--- src/rtl/irqc_pkg.sv ---
package irqc_pkg;

    typedef enum logic [1:0] {
        LV_OFF  = 2'b00,
        LV_LOW  = 2'b01,
        LV_MED  = 2'b10,
        LV_HIGH = 2'b11
    } lvl_e;

    typedef struct packed {
        logic valid;
        logic nmi;
        lvl_e lvl;
    } kind_t;

    // True when a request at level l may preempt the handlers in progress.
    function automatic logic lvl_open(lvl_e l, logic [2:0] act, logic nmi_act);
        logic ok;
        case (l)
            LV_LOW:  ok = (act == 3'b000);
            LV_MED:  ok = (act[2:1] == 2'b00);
            LV_HIGH: ok = !act[2];
            default: ok = 1'b0;
        endcase
        return ok && !nmi_act;
    endfunction

    function automatic logic [2:0] lvl_bit(lvl_e l);
        case (l)
            LV_LOW:  return 3'b001;
            LV_MED:  return 3'b010;
            LV_HIGH: return 3'b100;
            default: return 3'b000;
        endcase
    endfunction

    // Release the most urgent level in progress.
    function automatic logic [2:0] drop_top(logic [2:0] act);
        if (act[2])      return {1'b0, act[1:0]};
        else if (act[1]) return {2'b00, act[0]};
        else             return 3'b000;
    endfunction

endpackage

--- src/rtl/irqc_elig.sv ---
module irqc_elig
    import irqc_pkg::*;
#(
    parameter int N_SRC = 8
) (
    input  logic [N_SRC-1:0]   req,
    input  logic [N_SRC-1:0]   en,
    input  logic [2*N_SRC-1:0] lvl,
    input  logic [2:0]         lvl_en,
    input  logic               glob_en,
    input  logic [2:0]         act,
    input  logic               nmi_act,
    output logic [N_SRC-1:0]   cand_low,
    output logic [N_SRC-1:0]   cand_med,
    output logic [N_SRC-1:0]   cand_high
);

    logic open_low, open_med, open_high;

    assign open_low  = lvl_open(LV_LOW,  act, nmi_act) && lvl_en[0];
    assign open_med  = lvl_open(LV_MED,  act, nmi_act) && lvl_en[1];
    assign open_high = lvl_open(LV_HIGH, act, nmi_act) && lvl_en[2];

    for (genvar i = 0; i < N_SRC; i++) begin : g_src
        lvl_e l;
        logic live;
        assign l    = lvl_e'(lvl[2*i +: 2]);
        assign live = req[i] && en[i] && glob_en;
        assign cand_low[i]  = live && (l == LV_LOW)  && open_low;
        assign cand_med[i]  = live && (l == LV_MED)  && open_med;
        assign cand_high[i] = live && (l == LV_HIGH) && open_high;
    end

endmodule

--- src/rtl/irqc_pick.sv ---
module irqc_pick #(
    parameter int N_SRC  = 8,
    parameter bit ROTATE = 1'b0,
    localparam int IDX_W = (N_SRC > 1) ? $clog2(N_SRC) : 1
) (
    input  logic [N_SRC-1:0] cand,
    input  logic             rot_on,
    input  logic [IDX_W-1:0] start,
    output logic             hit,
    output logic [IDX_W-1:0] idx
);

    logic [IDX_W-1:0] f_idx, r_idx;

    // Fixed order: lowest index wins.
    always_comb begin
        f_idx = '0;
        for (int i = N_SRC - 1; i >= 0; i--) begin
            if (cand[i]) f_idx = IDX_W'(i);
        end
    end

    // Rotating order: first candidate at or after start, wrapping.
    always_comb begin
        r_idx = '0;
        for (int j = N_SRC - 1; j >= 0; j--) begin
            int k;
            k = int'(start) + j;
            if (k >= N_SRC) k = k - N_SRC;
            if (cand[k]) r_idx = IDX_W'(k);
        end
    end

    assign hit = |cand;
    assign idx = (ROTATE && rot_on) ? r_idx : f_idx;

endmodule

--- src/rtl/irqc_state.sv ---
module irqc_state
    import irqc_pkg::*;
(
    input  logic       clk,
    input  logic       rst,
    input  logic       take,
    input  logic       take_nmi,
    input  lvl_e       take_lvl,
    input  logic       reti,
    output logic [2:0] act,
    output logic       nmi_act
);

    logic [2:0] act_n;
    logic       nmi_n;

    always_comb begin
        act_n = act;
        nmi_n = nmi_act;
        if (reti) begin
            if (nmi_act) nmi_n = 1'b0;
            else         act_n = drop_top(act);
        end
        if (take) begin
            if (take_nmi) nmi_n = 1'b1;
            else          act_n = act_n | lvl_bit(take_lvl);
        end
    end

    always_ff @(posedge clk) begin
        if (rst) begin
            act     <= 3'b000;
            nmi_act <= 1'b0;
        end else begin
            act     <= act_n;
            nmi_act <= nmi_n;
        end
    end

endmodule

--- src/rtl/irqc_top.sv ---
module irqc_top
    import irqc_pkg::*;
#(
    parameter int N_SRC  = 8,
    parameter int VEC_W  = 16,
    parameter int STRIDE = 4,
    parameter logic [VEC_W-1:0] APP_BASE  = 'h0100,
    parameter logic [VEC_W-1:0] BOOT_BASE = 'h8000,
    localparam int IDX_W = (N_SRC > 1) ? $clog2(N_SRC) : 1
) (
    input  logic               clk,
    input  logic               rst,
    input  logic [N_SRC-1:0]   src_req,
    input  logic [N_SRC-1:0]   src_en,
    input  logic [2*N_SRC-1:0] src_lvl,
    input  logic [2:0]         lvl_en,
    input  logic               glob_en,
    input  logic               rr_en,
    input  logic               boot_sel,
    input  logic               nmi_req,
    input  logic               ack,
    input  logic               reti,
    output logic               core_req,
    output logic [VEC_W-1:0]   core_vec,
    output logic [1:0]         core_lvl,
    output logic               core_nmi,
    output logic [2:0]         lvl_active,
    output logic               nmi_active
);

    logic [N_SRC-1:0] cand_low, cand_med, cand_high;
    logic             hit_low, hit_med, hit_high;
    logic [IDX_W-1:0] idx_low, idx_med, idx_high;
    logic [IDX_W-1:0] rr_ptr, core_idx, win_idx;
    kind_t            win;
    logic [VEC_W-1:0] base, win_vec;
    logic             fire;

    irqc_elig #(.N_SRC(N_SRC)) u_elig (
        .req      (src_req),
        .en       (src_en),
        .lvl      (src_lvl),
        .lvl_en   (lvl_en),
        .glob_en  (glob_en),
        .act      (lvl_active),
        .nmi_act  (nmi_active),
        .cand_low (cand_low),
        .cand_med (cand_med),
        .cand_high(cand_high)
    );

    irqc_pick #(.N_SRC(N_SRC), .ROTATE(1'b1)) u_pick_low (
        .cand(cand_low), .rot_on(rr_en), .start(rr_ptr),
        .hit(hit_low), .idx(idx_low)
    );

    irqc_pick #(.N_SRC(N_SRC), .ROTATE(1'b0)) u_pick_med (
        .cand(cand_med), .rot_on(1'b0), .start('0),
        .hit(hit_med), .idx(idx_med)
    );

    irqc_pick #(.N_SRC(N_SRC), .ROTATE(1'b0)) u_pick_high (
        .cand(cand_high), .rot_on(1'b0), .start('0),
        .hit(hit_high), .idx(idx_high)
    );

    always_comb begin
        win     = '{valid: 1'b0, nmi: 1'b0, lvl: LV_OFF};
        win_idx = '0;
        if (nmi_req && !nmi_active) begin
            win = '{valid: 1'b1, nmi: 1'b1, lvl: LV_OFF};
        end else if (hit_high) begin
            win     = '{valid: 1'b1, nmi: 1'b0, lvl: LV_HIGH};
            win_idx = idx_high;
        end else if (hit_med) begin
            win     = '{valid: 1'b1, nmi: 1'b0, lvl: LV_MED};
            win_idx = idx_med;
        end else if (hit_low) begin
            win     = '{valid: 1'b1, nmi: 1'b0, lvl: LV_LOW};
            win_idx = idx_low;
        end
    end

    assign base    = boot_sel ? BOOT_BASE : APP_BASE;
    assign win_vec = win.nmi ? base
                   : base + VEC_W'((int'(win_idx) + 1) * STRIDE);
    assign fire    = ack && core_req;

    irqc_state u_state (
        .clk     (clk),
        .rst     (rst),
        .take    (fire),
        .take_nmi(core_nmi),
        .take_lvl(lvl_e'(core_lvl)),
        .reti    (reti),
        .act     (lvl_active),
        .nmi_act (nmi_active)
    );

    always_ff @(posedge clk) begin
        if (rst) begin
            core_req <= 1'b0;
            core_vec <= '0;
            core_lvl <= LV_OFF;
            core_nmi <= 1'b0;
            core_idx <= '0;
            rr_ptr   <= '0;
        end else begin
            core_req <= win.valid && !fire;
            core_vec <= win_vec;
            core_lvl <= win.lvl;
            core_nmi <= win.nmi;
            core_idx <= win_idx;
            if (fire && rr_en && !core_nmi && core_lvl == LV_LOW) begin
                rr_ptr <= (int'(core_idx) == N_SRC - 1) ? '0 : core_idx + 1'b1;
            end
        end
    end

endmodule

--- config.mk ---
export PLATFORM = sky130hd
export DESIGN_NAME = irqc_top
export DESIGN_NICKNAME = d
export VERILOG_FILES = /design/src/rtl/irqc_pkg.sv /design/src/rtl/irqc_elig.sv /design/src/rtl/irqc_pick.sv /design/src/rtl/irqc_state.sv /design/src/rtl/irqc_top.sv
export SDC_FILE = /design/constraint.sdc
export NUM_CORES = 1
export LEC_CHECK = 0
export ABC_AREA = 0
export BUFFER_PORTS_ARGS = -buffer_cell sky130_fd_sc_hd__buf_2
export CAP_MARGIN = 20
export CORE_UTILIZATION = 40
export CTS_CLUSTER_DIAMETER = 150
export CTS_CLUSTER_SIZE = 25
export DETAILED_ROUTE_END_ITERATION = 10
export GPL_TIMING_DRIVEN = 1
export MAX_ROUTING_LAYER = met4
export SKIP_LAST_GASP = 1
export SLEW_MARGIN = 15
export SYNTH_ARGS = -nofsm -noshare
export SYNTH_HDL_FRONTEND = slang
export SYNTH_SLANG_ARGS = --single-unit
export TNS_END_PERCENT = 50
--- constraint.sdc ---
create_clock -name clk -period 3.1 [get_ports clk]
set_input_delay 0.62 -clock clk [delete_from_list [all_inputs] [get_ports clk]]
set_output_delay 0.62 -clock clk [all_outputs]
set_load 0.01 [all_outputs]
==> results of run 1 <==
-- power breakdown --
part	internal (mW)	switching, mW	leakage (nW)
logic	0.100	0.134	1.19
registers	0.265	0.00444	0.163
clock network	0.172	0.0823	0.0357
-- how the worst max path moves through the flow --
stage	startpoint	to	slack (ps)
floorplan	glob_en	core_vec[3]$_SDFF_PP0_	270
global placement	glob_en	core_vec[5]$_SDFF_PP0_	-70
detailed placement	glob_en	core_vec[4]$_SDFF_PP0_	-80
CTS	glob_en	core_vec[4]$_SDFF_PP0_	190
global route	glob_en	core_vec[4]$_SDFF_PP0_	30
finish	glob_en	core_vec[3]$_SDFF_PP0_	220
-- per-layer routing --
layer,wire length (um),global-route usage (%)
met1,3806,34.50
met2,4129,43.83
met4,250,9.091
met5,0,-
met3,828,3.561
-- cell type report --
type,count,area [sq um],share of cell area [%]
multi-input combinational,306,2044,61.29
timing repair buffer,107,678.2,20.33
sequential,20,400.4,12.00
tap,77,96.34,2.888
inverter,12,45.04,1.350
clock buffer,3,41.29,1.238
clock inverter,1,30.03,0.9002
-- state kept, by name (all words and copies together), names as in the netlist --
register and cells:
core_vec 6, core_idx 3, rr_ptr 3, u_state.act 3
core_lvl 2, core_nmi 1, core_req 1, u_state.nmi_act 1
-- per-stage QoR --
step	power, mW	instances	cell area (sq um)
after floorplan	0.4130	364	2700
after global placement	0.5017	522	3256
after global routing	0.8007	526	3336
after detailed placement	0.5034	522	3256
final	0.7577	526	3336
after CTS	0.7610	526	3327
-- logic make-up after synthesis --
family	count (synthesis)	share of synthesized area, %
xor gates and xnor gates	3	0.9856
and+or+nand+nor	162	34.16
DFF	20	15.02
other	1	0.1406
muxes	11	5.584
buffers and inverters	38	9.807
AOI/OAI and AO/OA	116	32.43
adders and majority gates	4	1.877
-- cells in the mapped netlist (5+ instances only) --
cell type and count:
dfxtp_1 20, nand3_1 15, and3b_1 5, nand4_1 11
nand2_1 22, a31oi_1 6, a21oi_1 20, nor2_1 44
o22ai_1 15, inv_1 9, o211ai_1 6, and2_1 6
mux2i_1 7, nand3b_1 6, nor3_1 9, a211oi_1 5
o21ai_0 11, buf_4 10
-- worst max-delay path: stages --
cell	delay, ps
clkbuf_4	200
and3_1	240
and3b_4	180
buf_4	140
a21oi_1	280
o21ai_0	200
o22ai_1	300
buf_4	160
nand4_1	90
o21a_2	250
buf_4	140
a21o_1	170
a21oi_2	110
-- cells in the final DEF (no fill, tap or decap), types with 5 or more instances in the layout --
cell / Yosys / routed
o21ai_0: 11 / 11
nand3_1: 15 / 15
and2_1: 6 / 6
nand4_1: 11 / 11
a31oi_1: 6 / 6
nand2_1: 22 / 22
buf_2: 2 / 55
dfxtp_1: 20 / 20
nor2_1: 44 / 44
nor3_1: 9 / 9
a21oi_1: 20 / 20
o22ai_1: 15 / 15
and3b_1: 5 / 5
inv_1: 9 / 9
a211oi_1: 5 / 5
buf_4: 10 / 50
nand3b_1: 6 / 6
o211ai_1: 6 / 6
conb_1: 1 / 10
mux2i_1: 7 / 7
==> reports/qor.txt, run 1 <==
Status: finished clean
Core Util, Final: 52.23%
First-pass DRT Iterations: 5
Worst r2r src: rr_ptr[2]$_SDFFE_PP0P_
Max_cap viols: 0
Share of cells above drive strength 1: 32.74%
Critical path required time: 3290 ps
Hold Path Class: reg2reg
Number of library cell types mapped by synthesis: 87
Peak VDD IR: 0.0002932 V
Clock period minus worst slack: 2881 ps
RSZ-0062 raised after global routing: no
Period Utilization, post-route: 92.92%
CP max FO: 19
Ys async rst share: 0%
Vias in the first global route: 3183
Actual slew at the worst max-slew pin: 533.4 ps
Number of H-tree levels: 1
Ant. Diodes: 0
CTS buffer count: 3
Total GRT Usage: 26.97%
Seq cells post-synth: 20
Die footprint: 6996 sq um
Core Footprint: 6386 sq um
Initial antenna violation count: 0
CTS Buffer Depth: 2
Worst reg-to-reg setup slack: 270 ps
Reg2reg path depth: 9
# DRC: 0
Port Buffers: 56
Reg clk slew, reported paths: 70 ps
Final #Nets: 497
DRT iter0 DRCs: 254
Crit end category: flip-flop
TritonCTS clock tree: yes
Placer Congestion: 1.032
Area Overhead vs Synth: 25.11%
Min-Delay Path Depth: 2
Largest net degree at the start of global routing: 21
WP data arrival: 3080 ps
Setup Total Neg Slack: 0 ps
Clock latency on the worst-skew pair: 250 ps
Worst hold slack: 505.5 ps
Max-slew violation count: 0
DR WL/cell: 17.14 um
Post-synth top flop: dfxtp_1
Sequential area share after synthesis: 15.02%
Clock Root Buffer: clkbuf_8
Post-place setup slack: -79.41 ps
Vias per inst: 6.198
Filler instances: 625
Total global routing overflow: 0
EDFF count, synth: 0
Gate Count Post-Synth: 355
Worst reg2reg endpoint: core_vec[4]$_SDFF_PP0_
Die W: 83.65 um
CP Class: in2reg
Yosys top cell by area: dfxtp_1
Starting Density: 41.75%
Mapped Area: 2666 sq um
Post-CTS Setup Bufs: 0
Total Wirelength: 9.014 mm
Static Leak: 1.386 nW
Startpoint types: primary input
Clock sinks: 20
PwrDens: 227.2 nW/um^2
HPWL Detailed: 7.483 mm
DIE HEIGHT: 83.65 um
Synth area leaders: dfxtp_1 15%, nor2_1 6.2%, a21oi_1 3.8%
First-pass GRT wire length: 15.02 mm
Boundary Pins: 67
Max_slew headroom: 64.14%
Fmax: 0.3471 GHz
Resized cells post-CTS: 0
Antenna Nets Post-Route: 0
Total number of vias: 3260
Final Worst Setup Slack: 219.4 ps
Hold Path Origin: u_state.act[0]$_SDFF_PP0_
Post-CTS Hold Fix Bufs: 0
Mean Syn Cell Area: 7.511 sq um
Yosys warns: 0
Final Hold Vio Count: 0
Final setup viols: 0
Clock skew: 1.989 ps
Worst Hold End: u_state.act[0]$_SDFF_PP0_
Row count: 29
Yosys top cell area share: 15.02%
(Power assumes the default switching activity.)
==> run 2, diff against run 1 <==
CORE_UTILIZATION = 55   (was 40)
PLACE_DENSITY = 0.82   (was unset)
==> run 2 against run 1 <==
  * Wire length fell by 1.7%
  * Maximum frequency is 3.2% lower
  * Global-route usage rose by 8.7 points
  * Clock power barely moved
  * Worst setup slack lost 96 ps
  * Largest cell class unchanged
  * Highest routed layer unchanged
  * Worst hold slack worse by 7.7 ps
  * Via count rose by 0.25%
==> reports/qor.txt, run 2 (synthesis gave the netlist of run 1 again) <==
Row count: 24
Vias in the first global route: 2880
Total number of vias: 3268
Combinational power share: 30.1%
Total GRT Usage: 35.62%
Die footprint: 5130 sq um
Placer Congestion: 1.052
Filler instances: 381
Final setup viols: 0
CTS buffer count: 3
Wire length on met1: 3.830 mm
Clock Root Buffer: clkbuf_8
Commonest non-fill, non-tap cell in the layout: buf_2
Most frequent cells in the layout: 56 x buf_2, 44 x nor2_1, 41 x buf_4
CP max FO: 17
Final #Nets: 487
Port Buffers: 56
Hold Path Origin: u_state.act[0]$_SDFF_PP0_
Multi-input logic area: 2051 sq um
Final Hold Vio Count: 0
Area Overhead vs Synth: 20.79%
RSZ-0062 raised after global routing: yes
Finished Cell Area: 3221 sq um
Period Utilization, post-route: 96.01%
Number of H-tree levels: 1
Critical path cell sequence: buf_2, and3_2, nand3b_1, mux4_2, or2_1, o21a_1, o211a_1, o21ai_1, o21a_2, nand2_1, nor4_2
Initial antenna violation count: 0
Clock latency on the worst-skew pair: 250 ps
Startpoint types: primary input
Slowest stage cell, crit path: mux4_2
Reg clk slew, reported paths: 70 ps
Max-slew violation count: 0
CP Buf/Inv Count: 1
Antenna Nets Post-Route: 0
Cell Area, Placed: 3137 sq um
Static Leak: 1.336 nW
Most flops, register: core_vec
Vias per inst: 6.656
Worst reg-to-reg setup slack: 140 ps
CP peak stage delay: 520 ps
Int Power: 0.5303 mW
Sequential Power Share: 35.9%
Total global routing overflow: 0
Worst r2r src: rr_ptr[0]$_SDFFE_PP0P_
Max layer used: met4
DR WL/cell: 18.04 um
Clock sinks: 20
Max reg flops: 6
Met2 WL: 4.050 mm
Core Footprint: 4504 sq um
Ant. Diodes: 0
P_sw: 0.2194 mW
Peak VDD IR: 0.0004201 V
CP delay by family, top: simple AND/OR/NAND/NOR gates
DIE HEIGHT: 71.63 um
Die W: 71.63 um
PwrDens: 232.8 nW/um^2
Post-CTS Hold Fix Bufs: 0
Reg2reg path depth: 11
Total Wirelength: 8.858 mm
Net Sw Frac: 29.26%
HPWL Detailed: 7.167 mm
# DRC: 0
Boundary Pins: 67
Critical path required time: 3260 ps
Clock Power Share: 34.0%
Resized cells post-CTS: 0
Max_cap viols: 0
Status: finished clean
Hold Path Class: reg2reg
Worst Hold End: u_state.act[0]$_SDFF_PP0_
Seq. cell area: 400.4 sq um
Worst reg2reg endpoint: core_vec[5]$_SDFF_PP0_
Clock period minus worst slack: 2976 ps
Share of cells above drive strength 1: 31.66%
Post-CTS Setup Bufs: 0
First-pass DRT Iterations: 5
WP data arrival: 3140 ps
Post-route insts no fill: 491
DRT iter0 DRCs: 417
Met3 Wirelength: 811 um
Core Util, Final: 71.50%
Fmax: 0.3360 GHz
First-pass GRT wire length: 14.00 mm
TritonCTS clock tree: yes
Placed Cells: 487
Starting Density: 59.19%
CP Class: in2reg
Min-Delay Path Depth: 2
Largest net degree at the start of global routing: 18
Clock skew: 0.8626 ps
Crit end category: flip-flop
CTS Buffer Depth: 2
-- run 2: power groups by stage --
stage / sequential (mW) / clock (mW) / combinational (mW)
2_1_floorplan: 0.278 / 0 / 0.135
3_3_place_gp: 0.275 / 0 / 0.213
3_5_place_dp: 0.274 / 0 / 0.218
4_1_cts: 0.269 / 0.258 / 0.219
5_1_grt: 0.270 / 0.266 / 0.243
6_report: 0.269 / 0.255 / 0.226
-- run 2: through the flow --
stage | hold slack [ps] | setup TNS (ps) | power, mW | worst slack (ps)
floorplan | 507.0 | 0 | 0.4130 | 266.0
global placement | 479.9 | -52.25 | 0.4873 | -52.25
detailed placement | 488.4 | -216.1 | 0.4921 | -96.37
CTS | 498.6 | 0 | 0.7455 | 136.6
global route | 522.2 | -111.9 | 0.7792 | -60.67
finish | 497.9 | 0 | 0.7497 | 123.8
-- run 2: how the worst max path moves through the flow --
stage / startpoint / to / slack, ps / cells past startpoint
after floorplan: glob_en / core_vec[3]$_SDFF_PP0_ / 270 / 11
after global placement: glob_en / core_vec[3]$_SDFF_PP0_ / -50 / 11
after detailed placement: glob_en / core_vec[5]$_SDFF_PP0_ / -100 / 11
after CTS: glob_en / core_vec[5]$_SDFF_PP0_ / 140 / 11
after global routing: rr_ptr[0]$_SDFFE_PP0P_ / core_vec[5]$_SDFF_PP0_ / -60 / 11
final: glob_en / core_vec[5]$_SDFF_PP0_ / 120 / 11
-- run 2: final cells by class --
cell class | count | area share [%]
Clock buffer | 3 | 1.282
Clock inverter | 1 | 0.9324
Inverter | 12 | 1.399
Multi-Input combinational cell | 306 | 63.68
Sequential cell | 20 | 12.43
Tap cell | 52 | 2.020
Timing Repair Buffer | 97 | 18.26
-- run 2: layer usage --
| metal | GRT usage (%) | vias up |
|---|---|---|
| met3 | 6.470 | 24 |
| li1 | - | 1535 |
| met1 | 48.69 | 1506 |
| met4 | 7.625 | 0 |
| met5 | - | - |
| met2 | 55.14 | 203 |
-- run 2: worst min-delay path, stage by stage, from the launching register on --
cell and delay [ps]:
dfxtp_1 320, o21ai_0 70, a21oi_1 70
